[config.mk]
export PLATFORM = sky130hd
export DESIGN_NAME = bus_recovery_gate
export DESIGN_NICKNAME = d
export VERILOG_FILES = /design/src/rtl/rcv_pkg.sv /design/src/rtl/rcv_cfg_regs.sv /design/src/rtl/rcv_tracker.sv /design/src/rtl/rcv_grant.sv /design/src/rtl/bus_recovery_gate.sv
export SDC_FILE = /design/constraint.sdc
export NUM_CORES = 1
export LEC_CHECK = 0
export BUFFER_PORTS_ARGS = -buffer_cell sky130_fd_sc_hd__clkbuf_2
export CAP_MARGIN = 20
export CORE_AREA = 4 4 75 130
export CTS_BUF_LIST = sky130_fd_sc_hd__clkbuf_16
export CTS_CLUSTER_SIZE = 8
export DETAILED_ROUTE_END_ITERATION = 10
export DIE_AREA = 0 0 79 134
export GPL_ROUTABILITY_DRIVEN = 0
export PLACE_DENSITY = 0.62
export SLEW_MARGIN = 25
export SYNTH_ARGS = -nofsm -noshare
export SYNTH_HDL_FRONTEND = slang
export SYNTH_SLANG_ARGS = --single-unit
[constraint.sdc]
create_clock -name clk -period 4.8 [get_ports clk]
set_clock_uncertainty 0.05 [all_clocks]
set_input_delay 0.72 -clock clk [delete_from_list [all_inputs] [get_ports clk]]
set_output_delay 0.72 -clock clk [all_outputs]
set_load 0.005 [all_outputs]
[src/rtl/rcv_pkg.sv]
package rcv_pkg;
  localparam int unsigned NUM_CS = 6;
  localparam int unsigned CS_W   = 3;
  localparam int unsigned REG_W  = 32;
  localparam int unsigned CNT_W  = 4;
  localparam int unsigned WR_LSB = 24;
  localparam int unsigned RD_LSB = 20;

  typedef logic [CNT_W-1:0] cnt_t;

  typedef struct packed {
    cnt_t wr_rcv;
    cnt_t rd_rcv;
  } cs_cfg_t;

  typedef enum logic {
    ACC_READ  = 1'b0,
    ACC_WRITE = 1'b1
  } acc_kind_t;
endpackage

[src/rtl/rcv_cfg_regs.sv]
module rcv_cfg_regs
  import rcv_pkg::*;
#(
  parameter int unsigned N_CS  = NUM_CS,
  parameter int unsigned SEL_W = CS_W,
  parameter int unsigned DW    = REG_W,
  parameter int unsigned WLSB  = WR_LSB,
  parameter int unsigned RLSB  = RD_LSB
) (
  input  logic             clk,
  input  logic             rst_n,
  input  logic             we,
  input  logic [SEL_W-1:0] sel,
  input  logic [DW-1:0]    wdata,
  output logic [DW-1:0]    rdata,
  output cs_cfg_t          cfg_o [N_CS]
);
  cs_cfg_t cfg_q [N_CS];

  for (genvar ch = 0; ch < N_CS; ch++) begin : g_ch
    logic    wr_en;
    cs_cfg_t cfg_d;

    always_comb begin
      wr_en        = we && (sel == SEL_W'(ch));
      cfg_d.wr_rcv = wdata[WLSB +: CNT_W];
      cfg_d.rd_rcv = wdata[RLSB +: CNT_W];
    end

    always_ff @(posedge clk or negedge rst_n) begin
      if (!rst_n) begin
        cfg_q[ch] <= '0;
      end else if (wr_en) begin
        cfg_q[ch] <= cfg_d;
      end
    end

    assign cfg_o[ch] = cfg_q[ch];
  end

  always_comb begin
    rdata = '0;
    for (int i = 0; i < N_CS; i++) begin
      if (sel == SEL_W'(i)) begin
        rdata[WLSB +: CNT_W] = cfg_q[i].wr_rcv;
        rdata[RLSB +: CNT_W] = cfg_q[i].rd_rcv;
      end
    end
  end
endmodule

[src/rtl/rcv_tracker.sv]
module rcv_tracker
  import rcv_pkg::*;
#(
  parameter int unsigned N_CS  = NUM_CS,
  parameter int unsigned SEL_W = CS_W
) (
  input  logic             clk,
  input  logic             rst_n,
  input  logic             done,
  input  logic             done_write,
  input  logic [SEL_W-1:0] done_cs,
  input  cs_cfg_t          cfg_i [N_CS],
  output logic             prev_valid,
  output acc_kind_t        prev_kind,
  output cnt_t             need_cnt,
  output cnt_t             elapsed
);
  logic      valid_q, valid_d;
  acc_kind_t kind_q, kind_d;
  cnt_t      need_q, need_d;
  cnt_t      elap_q, elap_d;
  logic      elap_sat;
  logic      upd_en;
  cs_cfg_t   sel_cfg;

  always_comb begin
    sel_cfg = '0;
    for (int i = 0; i < N_CS; i++) begin
      if (done_cs == SEL_W'(i)) sel_cfg = cfg_i[i];
    end
  end

  always_comb begin
    elap_sat = (elap_q == {CNT_W{1'b1}});
    upd_en   = done || !elap_sat;
    valid_d  = valid_q;
    kind_d   = kind_q;
    need_d   = need_q;
    elap_d   = elap_q;
    if (done) begin
      valid_d = 1'b1;
      kind_d  = done_write ? ACC_WRITE : ACC_READ;
      need_d  = done_write ? sel_cfg.wr_rcv : sel_cfg.rd_rcv;
      elap_d  = '0;
    end else if (!elap_sat) begin
      elap_d = elap_q + 1'b1;
    end
  end

  always_ff @(posedge clk or negedge rst_n) begin
    if (!rst_n) begin
      valid_q <= 1'b0;
      kind_q  <= ACC_READ;
      need_q  <= '0;
      elap_q  <= '0;
    end else if (upd_en) begin
      valid_q <= valid_d;
      kind_q  <= kind_d;
      need_q  <= need_d;
      elap_q  <= elap_d;
    end
  end

  assign prev_valid = valid_q;
  assign prev_kind  = kind_q;
  assign need_cnt   = need_q;
  assign elapsed    = elap_q;
endmodule

[src/rtl/rcv_grant.sv]
module rcv_grant
  import rcv_pkg::*;
(
  input  logic      req,
  input  logic      req_write,
  input  logic      prev_valid,
  input  acc_kind_t prev_kind,
  input  cnt_t      need_cnt,
  input  cnt_t      elapsed,
  output logic      grant
);
  logic turn;
  cnt_t required;

  always_comb begin
    turn     = prev_valid && ((prev_kind == ACC_WRITE) != req_write);
    required = turn ? need_cnt : '0;
    grant    = req && (elapsed >= required);
  end
endmodule

[src/rtl/bus_recovery_gate.sv]
module bus_recovery_gate
  import rcv_pkg::*;
#(
  parameter int unsigned N_CS  = NUM_CS,
  parameter int unsigned SEL_W = CS_W,
  parameter int unsigned DW    = REG_W
) (
  input  logic             clk,
  input  logic             rst_n,
  input  logic             cfg_we,
  input  logic [SEL_W-1:0] cfg_sel,
  input  logic [DW-1:0]    cfg_wdata,
  output logic [DW-1:0]    cfg_rdata,
  input  logic             acc_req,
  input  logic             acc_req_write,
  output logic             acc_grant,
  input  logic             acc_done,
  input  logic             acc_done_write,
  input  logic [SEL_W-1:0] acc_done_cs
);
  cs_cfg_t   cfg_w [N_CS];
  logic      prev_valid;
  acc_kind_t prev_kind;
  cnt_t      need_cnt;
  cnt_t      elapsed;

  rcv_cfg_regs #(
    .N_CS (N_CS),
    .SEL_W(SEL_W),
    .DW   (DW),
    .WLSB (WR_LSB),
    .RLSB (RD_LSB)
  ) u_regs (
    .clk  (clk),
    .rst_n(rst_n),
    .we   (cfg_we),
    .sel  (cfg_sel),
    .wdata(cfg_wdata),
    .rdata(cfg_rdata),
    .cfg_o(cfg_w)
  );

  rcv_tracker #(
    .N_CS (N_CS),
    .SEL_W(SEL_W)
  ) u_track (
    .clk       (clk),
    .rst_n     (rst_n),
    .done      (acc_done),
    .done_write(acc_done_write),
    .done_cs   (acc_done_cs),
    .cfg_i     (cfg_w),
    .prev_valid(prev_valid),
    .prev_kind (prev_kind),
    .need_cnt  (need_cnt),
    .elapsed   (elapsed)
  );

  rcv_grant u_grant (
    .req       (acc_req),
    .req_write (acc_req_write),
    .prev_valid(prev_valid),
    .prev_kind (prev_kind),
    .need_cnt  (need_cnt),
    .elapsed   (elapsed),
    .grant     (acc_grant)
  );
endmodule

==> reports/metrics.yaml <==
grt_pass1_vias: 2515
rsz0062_at_grt: "false"
synthTopCellsByCount: "58 x dfrtp_1, 49 x mux2_2, 26 x mux2i_1, 25 x buf_4, 18 x nor2_1"
synth_top_area_share_pct: 42.6
synth_area_leaders: "dfrtp_1 43%, mux2_2 16%, mux2i_1 7.6%, buf_4 5.5%, o221ai_1 3.1%"
p_int_w: 0.00108
clk_pin_slew_ns: 0.05
antenna_left: 0
clock_tree.buffer_depth: 2
num-fill-cells: 869
seq_power_share_pct: 44.6
dr.pass1.iters: 4
muxShareOfSynthArea_pct: 24.5
postPlaceCellArea_sq_um: 3530
cts_buffers: 9
max_stage_delay_ns: 0.52
dpl_worst_slack_ns: 1.53
crit_path_start_kind: "input pin"
dr.first_iter.drc_count: 177
antenna_cells: 0
ys_ff_latch: 58
slew_viol_final: 0
start_util_pct: 39.3
p_per_area_nw_per_um2: 395
overflow: 0
totalWireLength_mm: 8.22
grt_max_degree: 59
vdd_drop_max_uv: 207
grtUsageTotal_pct: 16.9
vias: 2398
clkLatencyLatePin_ns: 0.33
post_cts_buffers: 0
drc: 0
antenna_found_initial: 0
netlist_instances: 304
root_buffer: "clkbuf_16"
p_switching_w: 0.000415
crit_type: "in -> out"
syn_avg_cell_area_sq_um: 11.2
slowest_stage: "nor2_1"
nets: 381
worst_slew_pin_slew_ns: 0.800
power.share.switching_pct: 27.8
setup_tns_ns: 0
synth_top_family_by_area: "multiplexers"
postCtsHoldBufs: 0
synth-xor-area-share_pct: 0.514
portBuffers: 29
critical_path.most_common_cell: "clkbuf_2"
synthSimpleGateAreaFrac_pct: 11.9
yosys_warnings: 0
postCtsResizedCells: 0
hpwl_mm: 5.72
max_cap_violations: 0
synth-main-ff-cell: "dfrtp_1"
p_comb_share_pct: 19.7
cts_tree: "built"
path_cells: "clkbuf_2 -> nand2b_1 -> nor2_1 -> nand2_1 -> o221ai_1 -> clkbuf_2"
fmax_ghz: 0.308
leakagePower_nw: 1.68
yosys.area_share.adder_pct: 1.84
cp-end-kind: "output port"
synth-compound-area-share_pct: 9.84
pin_count: 78
grt_pass1_wl_mm: 13.3
final_cell_area_sq_um: 3770
drive_gt1_share_pct: 29.4
hold_violations: 0
timing.hold.ws_ns: 0.431
htreeDepth: 3
synth_most_common_cell: "dfrtp_1"
dieArea_sq_um: 10600
cp_max_fo: 22
p_clk_share_pct: 35.7
die_h_microns: 134
outcome: "completed"
arrival_ns: 2.48
setup_slack_ns: 1.55
yosysSeqAreaShare_pct: 42.6
synth_edf_count: 0
fin_crit_sh_pct: 67.7
rows: 45
setup_viol: 0
synth_cell_type_count: 42
post-route-min-period_ns: 3.25
syn_area_sq_um: 3410
coreArea_sq_um: 8670
async_flop_share_pct: 100
synth_largest_area_cell: "dfrtp_1"
slew-limit-headroom_pct: 46.7
cp_data_required_time_ns: 4.03
area_growth_pct: 10.7
die-width_microns: 79
avgRoutedWirePerCell_microns: 18.3
vias_per_cell: 5.33
clock_sinks: 58
hold_class: "reg -> reg"
power_w: 0.00149
==> per-stage QoR <==
| step | util [%] | cells |
|---|---|---|
| after floorplan | - | 327 |
| after global placement | 40.7 | 437 |
| final | 43.5 | 450 |
| after global routing | 43.5 | 450 |
| after detailed placement | 40.7 | 437 |
| after CTS | 43.5 | 450 |
==> critical path, delay by kind of cell <==
family	cells	cell delay, ns
AND/OR/NAND/NOR	3	1.00
buffers and inverters	2	0.62
AO/OA/AOI/OAI	1	0.14
==> power groups by stage <==
stage	Clock (W)	Combinational [W]	Sequential, W
2_1_floorplan	0	0.000233	0.000647
3_3_place_gp	0	0.000286	0.000667
3_5_place_dp	0	0.000296	0.000672
4_1_cts	0.000547	0.000297	0.000665
5_1_grt	0.000573	0.000325	0.000679
6_report	0.000532	0.000293	0.000665
==> kinds of logic (layout without fill, tap and decap cells) <==
| group | Yosys count | in the layout |
|---|---|---|
| other | 1 | 24 |
| flip-flops | 58 | 58 |
| AND/OR/NAND/NOR | 68 | 68 |
| adder cells (fa/ha/maj) | 5 | 5 |
| AO/OA/AOI/OAI | 48 | 48 |
| multiplexers | 76 | 76 |
| XOR/XNOR | 2 | 2 |
| buffers and inverters | 46 | 52 |
==> layer usage <==
layer,global-route usage [%],vias up,part of all wire [%]
met3,3.56,17,4.4
met5,0,-,0
met4,12.1,0,3.3
met1,18.2,1196,38
met2,28.8,74,54
li1,-,1111,-
==> registers in the layout, indices dropped and copies added (netlist names) <==
signal              count
u_track.prev_kind       1
u_track.prev_valid      1
u_track.elapsed         4
u_track.need_cnt        4
u_regs.cfg_o           48
==> area by class of cell <==
type,count,area [sq um],share of cell area (%)
Tap cell,117,146,3.88
Timing Repair Buffer,30,153,4.05
Inverter,9,33.8,0.896
Clock buffer,9,225,5.97
Multi-Input combinational cell,223,1740,46.3
Clock inverter,4,16.3,0.431
Sequential cell,58,1450,38.5
==> path summary, 6_finish.rpt <==
| kind | from | to | slack (ns) | cells after the start |
|---|---|---|---|---|
| worst max register to register | u_regs.cfg_o[44] | u_track.need_cnt[0] | 3.52 | 4 |
| min in group asynchronous | rst_n | u_regs.cfg_o[46] | 0.49 | 2 |
| worst max-delay path | cfg_sel[0] | cfg_rdata[24] | 1.55 | 6 |
| max in group asynchronous | rst_n | u_regs.cfg_o[26] | 3.70 | 2 |
| worst min-delay path | u_track.prev_valid | u_track.prev_valid | 0.43 | 1 |
| worst min register to register | u_track.prev_valid | u_track.prev_valid | 0.43 | 1 |
==> placed cells by master, fill, tap and decap left out, types with 6 or more instances in the layout <==
cell       count
dfrtp_1       58
mux2_2        49
clkbuf_2      29
mux2i_1       26
conb_1        24
nor2_1        18
nand2_1       12
inv_1         12
o221ai_1      12
a21oi_1       11
clkbuf_16      9
o21ai_0        8
nor2b_1        8
a211oi_1       6
(Power assumes the default switching activity.)
